## config.mk

```make
export PLATFORM = sky130hd
export DESIGN_NAME = dcp_spi_regs
export DESIGN_NICKNAME = d
export VERILOG_FILES = /design/src/rtl/dcp_spi_regs.sv
export SDC_FILE = /design/constraint.sdc
export NUM_CORES = 1
export LEC_CHECK = 0
export BUFFER_PORTS_ARGS = -buffer_cell sky130_fd_sc_hd__buf_4
export CAP_MARGIN = 20
export CORE_MARGIN = 2
export CORE_UTILIZATION = 48
export DETAILED_ROUTE_END_ITERATION = 16
export GPL_TIMING_DRIVEN = 0
export PLACE_DENSITY_LB_ADDON = 0.15
export SLEW_MARGIN = 20
export SYNTH_ARGS = -nofsm -noshare
export SYNTH_HDL_FRONTEND = slang
export SYNTH_SLANG_ARGS = --single-unit
```

## constraint.sdc

```tcl
create_clock -name clk -period 2.78 [get_ports clk]
set_input_delay 0.695 -clock clk [delete_from_list [all_inputs] [get_ports clk]]
set_output_delay 0.695 -clock clk [all_outputs]
set_load 0.03 [all_outputs]
```

## src/rtl/dcp_spi_regs.sv

```systemverilog
module dcp_spi_regs #(
  parameter int          WIP_CYCLES = 200000,
  parameter logic [7:0]  NV_INIT    = 8'h80,
  parameter logic [7:0]  ID_BYTE    = 8'h50
) (
  input  logic       clk,
  input  logic       rst_n,
  input  logic       sck,
  input  logic       cs_n,
  input  logic       sdi,
  output logic       sdo,
  input  logic       shdn_n,
  output logic [7:0] wiper,
  output logic       shutdown
);
  localparam int         WW    = $clog2(WIP_CYCLES + 1);
  localparam logic [3:0] OP_RD = 4'b1011;
  localparam logic [3:0] OP_WR = 4'b1100;

  logic [2:0] sck_q, cs_q;
  logic [1:0] sdi_q;

  always_ff @(posedge clk or negedge rst_n)
    if (!rst_n) begin
      sck_q <= '0;
      cs_q  <= '1;
      sdi_q <= '0;
    end else begin
      sck_q <= {sck_q[1:0], sck};
      cs_q  <= {cs_q[1:0], cs_n};
      sdi_q <= {sdi_q[0], sdi};
    end

  wire sck_rise = sck_q[1] & ~sck_q[2];
  wire sck_fall = ~sck_q[1] & sck_q[2];
  wire cs_rise  = cs_q[1] & ~cs_q[2];
  wire sel      = ~cs_q[1];

  logic [4:0] cnt;
  logic [7:0] sh, data;
  logic [1:0] addr;
  logic       bad, is_rd, is_wr;

  wire [7:0] byte_in = {sh[6:0], sdi_q[1]};

  always_ff @(posedge clk or negedge rst_n)
    if (!rst_n) begin
      cnt   <= '0;
      sh    <= '0;
      data  <= '0;
      addr  <= '0;
      bad   <= 1'b0;
      is_rd <= 1'b0;
      is_wr <= 1'b0;
    end else if (!sel) begin
      cnt   <= '0;
      bad   <= 1'b0;
      is_rd <= 1'b0;
      is_wr <= 1'b0;
    end else if (sck_rise) begin
      sh <= byte_in;
      if (cnt != 5'd31) cnt <= cnt + 5'd1;
      if (cnt == 5'd7 && byte_in != ID_BYTE) bad <= 1'b1;
      if (cnt == 5'd15) begin
        addr  <= byte_in[1:0];
        is_rd <= byte_in[7:4] == OP_RD;
        is_wr <= byte_in[7:4] == OP_WR;
        if (byte_in[3:2] != 2'b00 || byte_in[0] ||
            (byte_in[7:4] != OP_RD && byte_in[7:4] != OP_WR))
          bad <= 1'b1;
      end
      if (cnt == 5'd23) data <= byte_in;
    end

  logic          acr_vol, acr_on;
  logic [7:0]    nv, wr;
  logic [WW-1:0] wip_cnt;

  wire wip     = wip_cnt != '0;
  wire tgt_acr = addr == 2'b10;
  wire commit  = cs_rise && cnt == 5'd24 && !bad && is_wr;

  always_ff @(posedge clk or negedge rst_n)
    if (!rst_n) begin
      acr_vol <= 1'b0;
      acr_on  <= 1'b1;
      nv      <= NV_INIT;
      wr      <= NV_INIT;
      wip_cnt <= '0;
    end else begin
      if (wip) wip_cnt <= wip_cnt - 1'b1;
      if (commit) begin
        if (tgt_acr) begin
          acr_vol <= data[7];
          acr_on  <= data[6];
        end else if (acr_vol) begin
          wr <= data;
        end else if (!wip) begin
          nv      <= data;
          wr      <= data;
          wip_cnt <= WW'(WIP_CYCLES);
        end
      end
    end

  wire [7:0] acr_rd = {acr_vol, acr_on, wip, 5'b0};
  wire [7:0] rd_val = tgt_acr ? acr_rd : (acr_vol ? wr : nv);
  wire [4:0] rem    = 5'd23 - cnt;
  wire       rd_win = is_rd && !bad && cnt >= 5'd16 && cnt <= 5'd23;

  always_ff @(posedge clk or negedge rst_n)
    if (!rst_n)        sdo <= 1'b0;
    else if (!sel)     sdo <= 1'b0;
    else if (sck_fall) sdo <= rd_win ? rd_val[rem[2:0]] : 1'b0;

  assign wiper    = wr;
  assign shutdown = ~shdn_n | ~acr_on;
endmodule


```

; ---- Word-level counts from Yosys, hierarchy flattened
; Index checks and enable logic that the tools add are counted.
; Widths: inputs -> output; s select.
[classes]
n_addsub = 3
n_mux = 28
n_reduce_logical = 25
bitwise_logic = 13
order_cmp = 3
n_eq_ne = 12
[op_table]
columns = cell, count
row1 = $mux 18, 5
row2 = $mux 8, 4
row3 = $reduce_bool 18->1, 1
row4 = $sub 18x1->18 const B, 1
row5 = $mux 1, 15
row6 = $mux 5, 3
row7 = $eq 5x5->1 const B, 2
row8 = $reduce_bool 2->1, 5
row9 = $not 1->1, 9
row10 = $reduce_and 3->1, 3
row11 = $eq 4x4->1 const B, 2
row12 = $logic_and 1x1->1, 8
row13 = $ne 4x4->1 const B, 2
row14 = $ne 8x7->1 const B, 1
row15 = $reduce_and 2->1, 4
row16 = $add 5x1->5 const B, 1
row17 = $eq 5x3->1 const B, 1
row18 = $eq 5x4->1 const B, 1
row19 = $ge 5x5->1 const B, 1
row20 = $le 5x5->1 const B, 1
row21 = $ne 5x5->1 const B, 1
row22 = $lt 3x4->1 const B, 1
row23 = $reduce_and 4->1, 1
row24 = $and 1x1->1, 3
row25 = 7 further kinds, 8
[totals]
in_bits = 6
register_bits = 70
elab_cells = 100

; ---- Depth between registers and ports, before layout
; Gate-level depths: netlist of run 1.
[logic_depth]
word_depth = 7
mapped_depth = 9
ltp_nobuf = 7

; ---- Worst setup path after synthesis of run 1
; No wires, ideal clock.
[synth_path]
path_kind = reg2reg
from = reg cs_q[1]
to = reg nv[0]
t_arrival_ns = 2.274
slack_ns = 0.382
stages_incl_launch_ff = 6
path_buffers = 1
cell_sequence = dfstp_2 or4b_1 or4_1 buf_6 nor3_4 mux2_2
[synth_via]
elab_chain_cells = 5
[synth_rtl]
columns = element, line_no
row1 = start: declaration, 20  ; logic [2:0] sck_q, cs_q;
row2 = start signal: assignment, 30  ; cs_q <= {cs_q[1:0], cs_n};
row3 = $and 1x1->1, 36  ; wire cs_rise = cs_q[1] & ~cs_q[2];
row4 = $logic_and 1x1->1 (3 in series), 81  ; wire commit = cs_rise && cnt == 5'd24 && !bad && is_wr;
row5 = $reduce_and 4->1 (no source line), -
row6 = end signal: assignment, 99  ; nv <= data;
row7 = end: declaration, 76  ; logic [7:0] nv, wr;
; Every way passes these cells.
; A chain may end at the register's enable or synchronous reset.

; ---- Final worst setup path of run 1
[layout_path]
from = reg wip_cnt[5]
to = reg wr[3] (netlist: wiper[3])
[layout_via]
elab_chain_cells = 3
[layout_rtl]
columns = element, line_no
row1 = start: declaration, 77  ; logic [WW-1:0] wip_cnt;
row2 = start signal: assignment, 91  ; if (wip) wip_cnt <= wip_cnt - 1'b1;
row3 = start signal: assignment, 101  ; wip_cnt <= WW'(WIP_CYCLES);
row4 = $reduce_bool 18->1, 79  ; wire wip = wip_cnt != '0;
row5 = $ne 2x2->1 (no source line), -
row6 = $reduce_and 3->1 (no source line), -
row7 = end signal: assignment, 97  ; wr <= data;
row8 = end signal: assignment, 100  ; wr <= data;
row9 = end: declaration, 76
; Every way passes these cells.

==> results.yml, run 1 <==
power:
  pwr_density_cell_nw_per_um2: 549
  vdd_drop_max_mv: 0.307
  p_total_uw: 1980
  total_leakage_power_uw: 0.00176
synth:
  synthMuxAreaShare_pct: 15.2
  synth_xor_area_share_pct: 3.83
  syn-num-nets: 275
  synth-compound-area-share_pct: 6.65
  synth_top_family_by_area: "multiplexers"
  synth-edff-count: 0
  synth_cell_types: 51
  ys_ff_latch: 70
  syn_inst: 263
  synth_seq_area_share_pct: 55.0
  synth_ff_type: "dfrtp_1"
  async_flop_share_pct: 100
  ys_warn_count: 0
  syn-cell-area_um2: 3200
  synthAdderAreaFrac_pct: 2.35
  avgSynthCellArea_um2: 12.2
  synth-simple-area-share_pct: 14.3
clock_tree:
  htree_levels: 3
  tritoncts: "yes"
  clkLatencyLatePin_ps: 340
  cts_sinks: 70
  root_buffer: "clkbuf_8"
  clockBufferDepth: 2
  cts_hold_buf: 0
  clkTransAtPathRegs_ps: 80
  numCtsBuffers: 9
detailed_routing:
  avgRoutedWirePerCell_um: 16.1
  vias: 2097
  drt_iter0_drc: 157
  ant_nets: 0
  viasPerCell: 5.64
  drt-total-wl_mm: 6.00
  dr.pass1.iters: 4
  drc_errors: 0
worst_setup_path:
  crit_slowest_cell: "a211oi_4"
  crit_type: "flip-flop to flip-flop"
  crit_arrival_ps: 2860
  startpoint_type: "flip-flop"
  worstPathRequired_ps: 3010
  regToRegSetupSlack_ps: 150
  endpoint_kind: "flip-flop"
  path_cells: "nor4_2 > nand4_1 > or2_1 > a211oi_4 > mux2_2"
  cp_max_fo: 8
  max_stage_delay_ps: 520
sta:
  period_needed_ps: 2630
  maxSlewHeadroom_pct: 43.0
  slew_violations: 0
  fin_ws_ps: 151
  tightest_slew_ps: 855
  hold_viol: 0
  fin_tns_setup_ps: 0
  post-route-period-util_pct: 94.6
  finalClockSkew_ps: 8.69
  fmax_mhz: 380
  grt_setup_unrepaired: "no"
  report.final.setup_viol: 0
floorplanning:
  die_x_um: 85.6
  dieArea_um2: 7330
  die_h_um: 85.6
  rows: 29
  fp.coreArea_um2: 6390
  start_util_pct: 50.1
  io_pins: 16
global_route:
  grt_pass1_vias: 2050
  antenna_found_initial: 0
  grtUsageTotal_pct: 18.3
  grt_max_degree: 71
  grt_overflow: 0
  grt_pass1_wl_mm: 10.2
status:
  outcome: "completed"
final_layout:
  ff_latch_area_um2: 1760
  fillers: 548
  synthToLayoutAreaGrowth_pct: 12.8
  nNetsFinal: 302
  diodes: 0
  final_cells: 372
  layout-drive-gt1-share_pct: 29.2
  multiInputGateArea_um2: 1350
min_path:
  worstHoldPathType: "flip-flop to flip-flop"
placement:
  gp_congestion: 0.816
  io_buffers: 15
  pre_cts_ws_ps: 105
  post-place-cells: 355
  dpl.hpwl_mm: 4.07
run:
  maxCapViolations: 0
layout make-up:
type | count | area share (%)
sequential | 70 | 48.8
timing repair buffer | 16 | 3.68
tap | 77 | 2.67
inverter | 9 | 0.936
clock inverter | 7 | 1.60
clock buffer | 9 | 3.43
multi-input combinational | 177 | 37.5
buffer | 7 | 1.46
state kept, by name, summed over array words and instances (netlist names):
signal and cells:
bad 1, is_wr 1, wiper 8, acr_on 1
sck_q 3, cnt 5, nv 8, cs_q 3
sdo 1, addr 2, data 8, acr_vol 1
is_rd 1, wip_cnt 18, sh 7, sdi_q 2
cells by family after synthesis:
logic type	after synthesis
buffers and inverters	16
AOI/OAI and AO/OA	31
xor gates and xnor gates	14
muxes	43
and+or+nand+nor	83
DFF	70
adders and majority gates	6
path summary, 6_finish.rpt:
kind	cells past startpoint	end	start
max in group asynchronous	1	wiper[6]	rst_n
hold / removal	0	sdi_q[1]	sdi_q[0]
setup / recovery	5	wiper[3]	wip_cnt[5]
hold reg to reg	0	sdi_q[1]	sdi_q[0]
min in group asynchronous	1	is_wr	rst_n
setup reg to reg	5	wiper[3]	wip_cnt[5]
cell usage after synthesis, types with 7 or more instances:
cell type / instances / area (µm²)
nor2_1: 22 / 82.6
mux2i_1: 8 / 80.1
mux2_2: 34 / 383
o21ai_0: 7 / 35.0
dfrtp_1: 64 / 1600
a21oi_1: 8 / 40.0
nor3_1: 12 / 60.1
xor2_1: 10 / 87.6
nand2_1: 12 / 45.0
inv_1: 9 / 33.8
per-layer routing:
metal	vias to the layer above	global-route usage [%]	part of all wire [%]
met3	12	4.52	3.9
met1	1041	27.0	50
met5	-	0	0
met4	0	8.66	2.0
li1	998	-	-
met2	46	25.3	44
repair_timing:
action	CTS	global route
endpoints found under the hold margin	0	0
setup endpoints to repair	0	8
gates resized for setup	0	0
buffers inserted	0	1
worst max-delay path, delay by kind of cell, from the launching register on:
family / cells / cell delay (ps)
compound gates: 1 / 520
flops: 1 / 430
mux: 1 / 390
simple gates: 3 / 1160
per-stage QoR:
stage                     hold slack (ps)  instance area, µm²  util, %
after floorplan                       331                3200        -
after global placement                332                3410     53.4
after detailed placement              340                3410     53.4
after CTS                             359                3590     56.2
after global routing                  370                3610     56.5
final                                 356                3610     56.5
layout by cell type, fill, tap and decap left out, types with 2 or more instances in the layout:
master,instances
a211oi_1,2
a21oi_1,8
a31oi_1,3
buf_4,15
buf_6,2
clkbuf_1,3
clkbuf_8,10
clkinv_4,2
clkinvlp_4,3
dfrtp_1,64
dfstp_2,6
ha_1,6
inv_1,9
inv_6,2
mux2_2,34
mux2i_1,8
nand2_1,12
nand2b_1,6
nand3_1,5
nand4_1,4
nor2_1,22
nor3_1,12
nor3b_1,2
nor4_1,3
o21ai_0,7
o31a_1,2
or2_2,2
xnor2_1,4
xor2_1,10
where the power goes:
part,switching (µW),internal (µW)
clock network,415,332
registers,55.4,1070
logic,51.1,56.7
total,522,1460
Note: power is estimated with default switching activity, not from simulation.
==> run 2: changes to the inputs <==
clock period = 2.4 ns   (was 2.78 ns; I/O delays follow)
==> run 2 against run 1 <==
Against the previous run:
- final cell count is 1.1% higher
- critical endpoint is now nv[4]
- combinational power is 11% higher
- design area is 0.90% higher
- register-to-register slack worse by 140 ps
==> results.yml, run 2 (synthesis results as in run 1) <==
detailed_routing:
  met1_length_mm: 3.07
  drc_errors: 0
  dr.pass1.iters: 4
  vias: 2105
  viasPerCell: 5.60
  top_layer: "met4"
  avgRoutedWirePerCell_um: 16.2
  drt-total-wl_mm: 6.08
  wl_met3_um: 209
  ant_nets: 0
  wl_met2_mm: 2.66
  drt_iter0_drc: 129
placement:
  dpl_cell_area_um2: 3410
  gp_congestion: 0.816
  io_buffers: 15
  dpl.hpwl_mm: 4.07
global_route:
  grt_pass1_vias: 2071
  grt_pass1_wl_mm: 10.4
  antenna_found_initial: 0
  grtUsageTotal_pct: 18.6
  grt_max_degree: 71
  grt_overflow: 0
worst_setup_path:
  endpoint_kind: "flip-flop"
  crit_arrival_ps: 2620
  critical_path.top_delay_family: "simple AND/OR/NAND/NOR gates"
  path_buf_inv: 1
  worstPathRequired_ps: 2630
  max_stage_delay_ps: 570
  cp_max_fo: 7
  path_cells: "or4b_4 > or4_4 > nor3_4 > buf_6 > mux2_2"
  startpoint_type: "flip-flop"
  crit_slowest_cell: "dfstp_2"
  crit_type: "flip-flop to flip-flop"
status:
  outcome: "completed"
floorplanning:
  fp.coreArea_um2: 6390
  die_x_um: 85.6
  rows: 29
  io_pins: 16
  dieArea_um2: 7330
  die_h_um: 85.6
  start_util_pct: 50.1
final_layout:
  multiInputGateArea_um2: 1360
  layout-drive-gt1-share_pct: 31.8
  layout_commonest_cell: "dfrtp_1"
  fillers: 539
  diodes: 0
  regMostFlops: "wip_cnt"
  final_cell_mix: "64 x dfrtp_1, 34 x mux2_2, 21 x nor2_1, 21 x buf_4"
  synthToLayoutAreaGrowth_pct: 13.8
  finalInstanceArea_um2: 3640
  largest_reg_flops: 18
  ff_latch_area_um2: 1760
  nNetsFinal: 306
sta:
  slew_violations: 0
  tightest_slew_ps: 851
  finalClockSkew_ps: 7.90
  grt_setup_unrepaired: "yes"
  post-route-period-util_pct: 99.5
  fmax_mhz: 419
  hold_viol: 0
  timing.hold.ws_ps: 352
  maxSlewHeadroom_pct: 43.2
  report.final.setup_viol: 0
  period_needed_ps: 2390
run:
  maxCapViolations: 0
power:
  p_total_uw: 2300
  pwr_density_cell_nw_per_um2: 631
  vdd_drop_max_mv: 0.357
  total_leakage_power_uw: 0.00178
clock_tree:
  tritoncts: "yes"
  clkLatencyLatePin_ps: 350
  clockBufferDepth: 2
  cts_sinks: 70
  numCtsBuffers: 9
  root_buffer: "clkbuf_8"
  clkTransAtPathRegs_ps: 80
  cts_hold_buf: 0
  htree_levels: 3
min_path:
  worstHoldPathType: "primary input to flip-flop"
[run 2: per-stage QoR]
step / setup slack, ps / TNS, ps / cells / util, %
3_5_place_dp: -275 / -3890 / 355 / 53.4
2_1_floorplan: 1.52 / 0 / 263 / -
3_3_place_gp: -263 / -3790 / 355 / 53.4
5_1_grt: -68.4 / -717 / 376 / 57.0
6_report: 13.1 / 0 / 376 / 57.0
4_1_cts: 32.0 / 0 / 375 / 56.9
[run 2: area by class of cell]
class | instances | area share, %
Sequential cell | 70 | 48.3
Multi-Input combinational cell | 177 | 37.4
Timing Repair Buffer | 22 | 4.64
Clock buffer | 9 | 3.40
Tap cell | 77 | 2.65
Clock inverter | 7 | 1.58
Buffer | 5 | 1.07
Inverter | 9 | 0.928
[run 2: repair_timing]
action                                  CTS  global route
pin swaps                                 4             1
setup buffers                             6             1
endpoints found under the setup margin   25            19
resized for setup                         4             2
endpoints found under the hold margin     0             0
[run 2: power breakdown]
group,internal (µW),switching (µW),leakage [µW]
clock,385,484,0.0000824
sequential,1240,71.2,0.000933
combinational,66.0,54.2,0.000770
total,1690,610,0.00178
[run 2: final timing paths]
path | from | end | slack, ps | depth (start not counted)
max reg2reg | cs_q[1] | nv[4] | 10 | 5
max | cs_q[1] | nv[4] | 10 | 5
min reg2reg | sdi_q[0] | sdi_q[1] | 360 | 0
min in group asynchronous | rst_n | sck_q[2] | 360 | 1
min | cs_n | cs_q[0] | 350 | 1
max in group asynchronous | rst_n | wip_cnt[11] | 1490 | 1
[run 2: metal layers]
layer  vias up  track usage (%)
met2        38             25.9
met3        15             3.85
met1      1045             27.9
li1       1007                -
met5         -                0
met4         0             8.66
